--- config.mk ---
export PLATFORM = sky130hd
export DESIGN_NAME = dma_chan_status
export DESIGN_NICKNAME = d
export VERILOG_FILES = /design/src/rtl/dcs_pkg.sv /design/src/rtl/dcs_cfg_check.sv /design/src/rtl/dcs_ack_gen.sv /design/src/rtl/dcs_flags.sv /design/src/rtl/dma_chan_status.sv
export SDC_FILE = /design/constraint.sdc
export NUM_CORES = 1
export LEC_CHECK = 0
export ABC_AREA = 1
export BUFFER_PORTS_ARGS = -buffer_cell sky130_fd_sc_hd__buf_2
export CAP_MARGIN = 20
export CORE_MARGIN = 2
export CORE_UTILIZATION = 27
export DETAILED_ROUTE_END_ITERATION = 8
export PLACE_DENSITY_LB_ADDON = 0.1
export SETUP_SLACK_MARGIN = 0.05
export SYNTH_ARGS = -nofsm -noshare
export SYNTH_HDL_FRONTEND = slang
export SYNTH_SLANG_ARGS = --single-unit
--- constraint.sdc ---
create_clock -name clk -period 2.03 [get_ports clk]
set_input_delay 0.406 -clock clk [delete_from_list [all_inputs] [get_ports clk]]
set_output_delay 0.406 -clock clk [all_outputs]
set_load 0.005 [all_outputs]
--- src/rtl/dcs_pkg.sv ---
package dcs_pkg;
  localparam int BIT_DONE = 0;
  localparam int BIT_BUSY = 1;
  localparam int BIT_REQ  = 2;
  localparam int BIT_BED  = 4;
  localparam int BIT_BES  = 5;
  localparam int BIT_CE   = 6;

  typedef enum logic [1:0] {
    SZ_WORD = 2'd0,
    SZ_BYTE = 2'd1,
    SZ_HALF = 2'd2,
    SZ_LINE = 2'd3
  } xfer_size_e;

  // low bits that must be zero for a given size
  function automatic logic [3:0] align_mask(input logic [1:0] sz);
    case (xfer_size_e'(sz))
      SZ_WORD: align_mask = 4'b0011;
      SZ_BYTE: align_mask = 4'b0000;
      SZ_HALF: align_mask = 4'b0001;
      default: align_mask = 4'b1111;
    endcase
  endfunction

  function automatic logic [4:0] size_bytes(input logic [1:0] sz);
    size_bytes = {1'b0, align_mask(sz)} + 5'd1;
  endfunction
endpackage

--- src/rtl/dcs_cfg_check.sv ---
module dcs_cfg_check #(
  parameter int AW = 32,
  parameter int CW = 24
) (
  input  logic [AW-1:0] src_addr_i,
  input  logic [AW-1:0] dst_addr_i,
  input  logic [CW-1:0] byte_cnt_i,
  input  logic [1:0]    xfer_size_i,
  output logic          cfg_bad_o,
  output logic          last_o
);
  import dcs_pkg::*;
  localparam int PAD = CW - 5;

  logic [3:0] mask;
  logic       mis_src, mis_dst, mis_cnt, cnt_zero;

  always_comb begin
    mask     = align_mask(xfer_size_i);
    mis_src  = |(src_addr_i[3:0] & mask);
    mis_dst  = |(dst_addr_i[3:0] & mask);
    mis_cnt  = |(byte_cnt_i[3:0] & mask);
    cnt_zero = (byte_cnt_i == '0);
    cfg_bad_o = mis_src | mis_dst | mis_cnt | cnt_zero;
    last_o    = (byte_cnt_i == {{PAD{1'b0}}, size_bytes(xfer_size_i)});
  end
endmodule

--- src/rtl/dcs_ack_gen.sv ---
module dcs_ack_gen (
  input  logic chan_sel_i,
  input  logic sel_ext_i,
  input  logic ack_type_i,
  input  logic last_i,
  input  logic beat_rd_i,
  input  logic beat_wr_i,
  output logic ack_o
);
  logic ext_sel;
  always_comb begin
    ext_sel = chan_sel_i & sel_ext_i;
    if (ack_type_i) ack_o = ext_sel & last_i & (beat_rd_i | beat_wr_i);
    else            ack_o = ext_sel;
  end
endmodule

--- src/rtl/dcs_flags.sv ---
module dcs_flags (
  input  logic clk,
  input  logic rst_n,
  input  logic start_i,
  input  logic cfg_bad_i,
  input  logic rd_err_i,
  input  logic wr_err_i,
  input  logic cmpl_i,
  input  logic sw_clr_i,
  output logic busy_o,
  output logic done_o,
  output logic ce_o,
  output logic bes_o,
  output logic bed_o
);
  logic busy_n, done_n, ce_n, bes_n, bed_n;

  always_comb begin
    busy_n = busy_o;
    done_n = done_o;
    ce_n   = ce_o;
    bes_n  = bes_o;
    bed_n  = bed_o;
    // software clear first; hardware sets below override it
    if (sw_clr_i) begin
      done_n = 1'b0;
      ce_n   = 1'b0;
      bes_n  = 1'b0;
      bed_n  = 1'b0;
    end
    if (!busy_o && start_i) begin
      if (cfg_bad_i) begin
        ce_n   = 1'b1;
        done_n = 1'b1;
      end else begin
        busy_n = 1'b1;
      end
    end
    if (busy_o) begin
      if (rd_err_i) begin
        bes_n  = 1'b1;
        done_n = 1'b1;
        busy_n = 1'b0;
      end
      if (wr_err_i) begin
        bed_n  = 1'b1;
        done_n = 1'b1;
        busy_n = 1'b0;
      end
      if (cmpl_i) begin
        done_n = 1'b1;
        busy_n = 1'b0;
      end
    end
  end

  always_ff @(posedge clk or negedge rst_n) begin
    if (!rst_n) begin
      busy_o <= 1'b0;
      done_o <= 1'b0;
      ce_o   <= 1'b0;
      bes_o  <= 1'b0;
      bed_o  <= 1'b0;
    end else begin
      busy_o <= busy_n;
      done_o <= done_n;
      ce_o   <= ce_n;
      bes_o  <= bes_n;
      bed_o  <= bed_n;
    end
  end
endmodule

--- src/rtl/dma_chan_status.sv ---
module dma_chan_status #(
  parameter int AW = 32,
  parameter int CW = 24
) (
  input  logic          clk,
  input  logic          rst_n,
  input  logic          start_i,
  input  logic          chan_sel_i,
  input  logic          sel_ext_i,
  input  logic          rd_err_i,
  input  logic          wr_err_i,
  input  logic          beat_rd_i,
  input  logic          beat_wr_i,
  input  logic          cmpl_i,
  input  logic [AW-1:0] src_addr_i,
  input  logic [AW-1:0] dst_addr_i,
  input  logic [CW-1:0] byte_cnt_i,
  input  logic [1:0]    xfer_size_i,
  input  logic          ack_type_i,
  input  logic          wr_en_i,
  input  logic [7:0]    wr_data_i,
  output logic [7:0]    status_o,
  output logic          ack_o
);
  import dcs_pkg::*;

  logic cfg_bad, last_xfer, sw_clr;
  logic busy, done, ce, bes, bed, req;

  assign sw_clr = wr_en_i & wr_data_i[BIT_DONE];

  dcs_cfg_check #(.AW(AW), .CW(CW)) u_cfg (
    .src_addr_i (src_addr_i),
    .dst_addr_i (dst_addr_i),
    .byte_cnt_i (byte_cnt_i),
    .xfer_size_i(xfer_size_i),
    .cfg_bad_o  (cfg_bad),
    .last_o     (last_xfer)
  );

  dcs_flags u_flags (
    .clk      (clk),
    .rst_n    (rst_n),
    .start_i  (start_i),
    .cfg_bad_i(cfg_bad),
    .rd_err_i (rd_err_i),
    .wr_err_i (wr_err_i),
    .cmpl_i   (cmpl_i),
    .sw_clr_i (sw_clr),
    .busy_o   (busy),
    .done_o   (done),
    .ce_o     (ce),
    .bes_o    (bes),
    .bed_o    (bed)
  );

  dcs_ack_gen u_ack (
    .chan_sel_i(chan_sel_i),
    .sel_ext_i (sel_ext_i),
    .ack_type_i(ack_type_i),
    .last_i    (last_xfer),
    .beat_rd_i (beat_rd_i),
    .beat_wr_i (beat_wr_i),
    .ack_o     (ack_o)
  );

  assign req = busy & ~chan_sel_i & (byte_cnt_i != '0);

  always_comb begin
    status_o           = 8'h00;
    status_o[BIT_CE]   = ce;
    status_o[BIT_BES]  = bes;
    status_o[BIT_BED]  = bed;
    status_o[BIT_REQ]  = req;
    status_o[BIT_BUSY] = busy;
    status_o[BIT_DONE] = done;
  end
endmodule

==> impl_metrics.py, run 1 <==
metrics = {
    "logic_synthesis": {
        "ys_seq_elements": 5,
        "yosysSeqAreaShare": 0.177,
        "syn_area_per_cell_um2": 5.47,
        "yosysWarnings": 0,
        "syn_area_um2": 706,
        "syn_inst": 129,
        "ys_types": 17,
    },
    "detailed_routing": {
        "viasPerCell": 4.05,
        "drc": 0,
        "finalWirelength_um": 1700,
        "antenna_left": 0,
        "post_drt_wl_per_cell_um": 7.80,
        "drt-pass1-iter-count": 3,
        "first_iter_violations": 5,
        "vias": 883,
    },
    "min_path": {
        "min_path_cells": 4,
        "min_from": "wr_err_i",
        "hp-class": "in2reg",
        "worstHoldEndpoint": "u_flags.busy_o$_DFF_PN0_",
    },
    "pwr": {
        "powerDensity_nw_per_um2": 341,
        "p_leak_uw": 0.000702,
        "ir_drop_mv": 0.191,
    },
    "die": {
        "placementRows": 18,
        "core_um2": 2480,
        "die_h_um": 55.1,
        "fp.dieW_um": 55.1,
        "die-area_um2": 3040,
        "num_io_pins": 119,
        "start_util": 0.285,
    },
    "critical_path": {
        "reg2reg_depth": 4,
        "r2r-end": "u_flags.done_o$_DFF_PN0_",
        "cpPeakStageDelay_ns": 0.25,
        "crit_type": "in2out",
        "required_ns": 1.62,
        "cp-start-kind": "primary input",
        "crit_path_top_delay_cell": "ha_4",
        "rrSetupSlack_ns": 1.15,
        "path_cells": "buf_8 -> inv_4 -> ha_4 -> inv_4 -> ha_4 -> nand2_2 -> nor2_2 -> nand2_1 -> nor2_1 -> nand3_1 -> a21oi_2 -> buf_2",
        "critPathMaxFanout": 2,
        "r2r_start": "u_flags.busy_o$_DFF_PN0_",
        "worstPathArrival_ns": 1.57,
        "end_kind": "output pin",
    },
    "grt": {
        "antenna_found_initial": 0,
        "grt_pass1_vias": 718,
        "grt_max_degree": 6,
        "grt-ovfl-total": 0,
        "grt_usage": 0.119,
        "grt_pass1_wl_um": 2620,
    },
    "cts": {
        "clk_pin_slew_worst_paths_ns": 0.04,
        "htreeDepth": 1,
        "cts-root-buf": "clkbuf_4",
        "cts_tree": "yes",
        "cts_buffers": 3,
        "cts.path.max_buffers": 2,
        "cts.sinks": 5,
        "clk_latency_ns": 0.24,
    },
    "timing": {
        "clock.fmax_mhz": 506,
        "layout_worst_path_cycle_share": 0.974,
        "setup_viol": 0,
        "rsz0062_at_grt": "yes",
        "whs_ns": 0.454,
        "min_period_ns": 1.98,
        "slew_violations": 0,
        "finalHoldViolCount": 0,
        "fin_skew_ns": 0.00308,
    },
    "final_layout": {
        "nets": 305,
        "diodes": 0,
        "areaGrowthSynthToFinish_pct": 55.5,
        "final_cells": 218,
        "layout-drive-gt1-share": 0.394,
    },
    "placement": {
        "place_inst": 211,
        "dp_hpwl_um": 1520,
        "io_buffers": 53,
        "gp_congestion": 0.736,
    },
    "job": {
        "drv_cap": 0,
    },
    "status": {
        "outcome": "completed",
    },
}
-- synth_stat cells --
library cell  instances  share of area
nand2_1              42           0.22
a31oi_1               1         0.0089
nand3_1               6          0.043
dfrtp_1               5           0.18
ha_1                  6           0.11
a21oi_1               4          0.028
buf_4                 8          0.085
conb_1                1         0.0053
o21ai_0               3          0.021
nor2_2                2          0.018
nand2_2               1         0.0089
nor3_1                1         0.0071
inv_1                30           0.16
nor2_1               16          0.085
inv_2                 1         0.0053
nand4_1               1         0.0089
and2_1                1         0.0089
-- kinds of logic (layout without fill, tap and decap cells) --
family,Yosys count,count (layout),share of synthesized area
flip-flops,5,5,0.177
AND/OR/NAND/NOR,70,70,0.402
AO/OA/AOI/OAI,8,8,0.0585
adder cells (fa/ha/maj),6,6,0.106
buffers and inverters,39,97,0.250
other,1,2,0.00531
-- layer usage --
metal  part of all wire  up-vias  track usage
met2               0.49       34        0.228
met5                  0        -            0
met3              0.083        0       0.0161
li1                   -      484            -
met1               0.43      365        0.132
met4                  0        0       0.0366
-- power by group --
| part | switching (µW) | leakage, µW | internal, µW |
|---|---|---|---|
| combinational | 68.9 | 0.000625 | 79.2 |
| sequential | 4.01 | 0.0000616 | 107 |
| clock | 40.6 | 0.0000150 | 74.3 |
| total | 114 | 0.000702 | 261 |
-- worst max-delay path: cells and delay by family --
kind | cells | cell delay (ns)
adder cells (fa/ha/maj) | 2 | 0.39
AO/OA/AOI/OAI | 1 | 0.12
AND/OR/NAND/NOR | 5 | 0.36
buffers and inverters | 4 | 0.30
-- cell usage in the layout (no fill, tap or decap) --
| cell type | instances |
|---|---|
| nand2_1 | 41 |
| buf_4 | 8 |
| ha_1 | 4 |
| and2_1 | 1 |
| inv_1 | 29 |
| nand3_1 | 6 |
| clkbuf_4 | 3 |
| a21oi_1 | 3 |
| buf_2 | 52 |
| nor2_1 | 15 |
| nor3_1 | 1 |
| nand4_1 | 1 |
| nor2_2 | 3 |
| ha_4 | 2 |
| inv_4 | 2 |
| buf_8 | 1 |
| o21ai_0 | 3 |
| a21oi_2 | 1 |
| dfrtp_1 | 5 |
| clkbuf_1 | 1 |
| dlygate4sd3_1 | 1 |
| conb_1 | 2 |
| nand2_2 | 2 |
| a31oi_1 | 1 |
-- state kept, by name (all words and copies together), names as in the netlist --
register and count:
u_flags.ce_o 1, u_flags.done_o 1, u_flags.bed_o 1, u_flags.busy_o 1
u_flags.bes_o 1
-- layout make-up --
| class | instances | area (µm²) |
|---|---|---|
| Tap cell | 30 | 37.5 |
| Fill cell | 289 | 1380 |
| Inverter | 31 | 121 |
| Timing Repair Buffer | 62 | 345 |
| Multi-Input combinational cell | 86 | 442 |
| Sequential cell | 5 | 125 |
| Clock buffer | 4 | 26.3 |
-- per-stage QoR --
stage               TNS [ns]  area (µm²)  setup WS [ns]  power, µW  utilization
finish                     0        1100         0.0521        374        0.443
global route         -0.0845        1100        -0.0845        411        0.443
CTS                        0        1080         0.0179        378        0.438
detailed placement   -0.0662         997        -0.0662        247        0.403
global placement     -0.0641         997        -0.0641        245        0.403
floorplan                  0         709          0.201        185            -
-- what timing repair did --
| item | in CTS | in global routing |
|---|---|---|
| hold buffers | 1 | 0 |
| pin swaps | 7 | 4 |
| setup endpoints to repair | 1 | 1 |
| setup buffers | 2 | 0 |
| gates cloned | 0 | 0 |
| hold endpoints to repair | 5 | 0 |
| gates resized for setup | 7 | 4 |
-- how the worst max path moves through the flow --
stage | cells past startpoint | start | end | slack [ns]
3_3_place_gp | 12 | xfer_size_i[1] | ack_o | -0.06
5_1_grt | 12 | xfer_size_i[1] | ack_o | -0.08
4_1_cts | 12 | xfer_size_i[1] | ack_o | 0.02
3_5_place_dp | 12 | xfer_size_i[1] | ack_o | -0.07
6_report | 12 | xfer_size_i[1] | ack_o | 0.05
2_1_floorplan | 10 | xfer_size_i[1] | ack_o | 0.20
Power figures use the tool's default switching activity.
==> run 2, diff against run 1 <==
- SKIP_CTS_REPAIR_TIMING: not set -> 1
- clock period: 2.03 -> 2.2 ns (I/O delays scaled with it)
==> run 2 against run 1 <==
Utilization is 1.5 points lower. Largest cell class unchanged. Non-clock buffer count decreased by 5. Wire length is 7.7% lower. Clock power shrank 11%. Flip-flop and latch count stayed put. Die area unchanged. Combinational power decreased by 13%.
==> impl_metrics.py, run 2 (synthesis gave the netlist of run 1 again) <==
metrics = {
    "status": {
        "outcome": "completed",
    },
    "grt": {
        "grt_pass1_wl_um": 2410,
        "grt-ovfl-total": 0,
        "grt_usage": 0.105,
        "antenna_found_initial": 0,
        "grt_pass1_vias": 723,
        "grt_max_degree": 8,
    },
    "timing": {
        "fin_skew_ns": 0.00227,
        "min_period_ns": 2.08,
        "rsz0062_at_grt": "yes",
        "setup_viol": 0,
        "clock.fmax_mhz": 481,
        "finalHoldViolCount": 0,
        "layout_worst_path_cycle_share": 0.945,
        "whs_ns": 0.00973,
        "fin_tns_setup_ns": 0,
        "slew_violations": 0,
    },
    "die": {
        "fp.dieW_um": 55.1,
        "core_um2": 2480,
        "start_util": 0.285,
        "die_h_um": 55.1,
        "die-area_um2": 3040,
        "placementRows": 18,
        "num_io_pins": 119,
    },
    "detailed_routing": {
        "drc": 0,
        "first_iter_violations": 3,
        "antenna_left": 0,
        "finalWirelength_um": 1570,
        "vias": 845,
        "drt-pass1-iter-count": 2,
        "viasPerCell": 3.97,
        "post_drt_wl_per_cell_um": 7.37,
    },
    "final_layout": {
        "areaGrowthSynthToFinish_pct": 50.2,
        "final_cells": 213,
        "nets": 300,
        "mostFrequentLayoutCell": "buf_2",
        "layout-drive-gt1-share": 0.377,
        "diodes": 0,
        "final_cell_mix": "buf_2, nand2_1, inv_1, nor2_1, nand3_1",
    },
    "cts": {
        "clk_pin_slew_worst_paths_ns": 0.04,
        "cts.sinks": 5,
        "cts_buffers": 3,
        "cts_tree": "yes",
        "cts.path.max_buffers": 2,
        "cts-root-buf": "clkbuf_4",
        "htreeDepth": 1,
        "clk_latency_ns": 0.24,
    },
    "critical_path": {
        "reg2reg_depth": 4,
        "cp-start-kind": "primary input",
        "critPathMaxFanout": 2,
        "crit_type": "in2out",
        "worstPathArrival_ns": 1.64,
        "required_ns": 1.76,
        "end_kind": "output pin",
    },
    "min_path": {
        "hp-class": "in2async",
    },
    "pwr": {
        "p_leak_uw": 0.000678,
        "seqPwrFrac": 0.307,
        "switching_share": 0.296,
        "power_frac_comb": 0.386,
        "ir_drop_mv": 0.205,
        "p_clk_frac": 0.306,
        "p_switching_uw": 98.8,
        "power.internal_uw": 235,
        "powerDensity_nw_per_um2": 315,
    },
    "placement": {
        "io_buffers": 53,
        "gp_congestion": 0.721,
        "dp_hpwl_um": 1450,
        "place_inst": 208,
    },
    "job": {
        "drv_cap": 0,
    },
}
[run 2: power groups by stage]
| stage | sequential, µW | combinational (µW) | clock, µW |
|---|---|---|---|
| 2_1_floorplan | 103 | 67.6 | 0 |
| 3_3_place_gp | 103 | 119 | 0 |
| 3_5_place_dp | 104 | 120 | 0 |
| 4_1_cts | 103 | 120 | 107 |
| 5_1_grt | 103 | 151 | 112 |
| 6_report | 103 | 129 | 102 |
[run 2: path summary, 6_finish.rpt]
check	startpoint	endpoint	slack, ns
max	xfer_size_i[1]	ack_o	0.12
min	rst_n	u_flags.done_o$_DFF_PN0_	0.01
max reg2reg	u_flags.busy_o$_DFF_PN0_	u_flags.done_o$_DFF_PN0_	1.35
min reg2reg	u_flags.bed_o$_DFF_PN0_	u_flags.bed_o$_DFF_PN0_	0.48
max in group asynchronous	rst_n	u_flags.ce_o$_DFF_PN0_	2.06
min in group clk	u_flags.bed_o$_DFF_PN0_	u_flags.bed_o$_DFF_PN0_	0.48
[run 2: per-stage QoR]
step	total power (µW)	utilization	cell area, µm²	setup WS, ns
after floorplan	170	-	709	0.303
after global placement	222	0.393	975	0.0393
after detailed placement	224	0.393	975	0.0217
after CTS	330	0.404	1000	0.0185
after global routing	367	0.428	1060	0.0240
final	334	0.428	1060	0.120
[run 2: routing by layer]
metal,part of all wire,wire (µm),global-route usage,up-vias
met4,0,0,0.0366,0
met3,0.080,126,0.00806,0
met1,0.44,687,0.113,337
met2,0.48,757,0.210,34
li1,-,-,-,474
met5,0,0,0,-
[run 2: layout make-up]
class                      count  area, µm²
clock buffer                   4       26.3
tap                           30       37.5
sequential                     5        125
timing repair buffer          57        308
multi-input combinational     86        439
fill                         273       1420
inverter                      31        124
[run 2: critical path, cell delays in order]
cell	delay, ns
buf_8	0.10
inv_6	0.05
ha_4	0.13
inv_4	0.04
ha_4	0.25
nand2_2	0.03
nor2_1	0.08
nand2_1	0.06
nor2_1	0.09
nand3_1	0.11
a21oi_2	0.14
buf_2	0.11
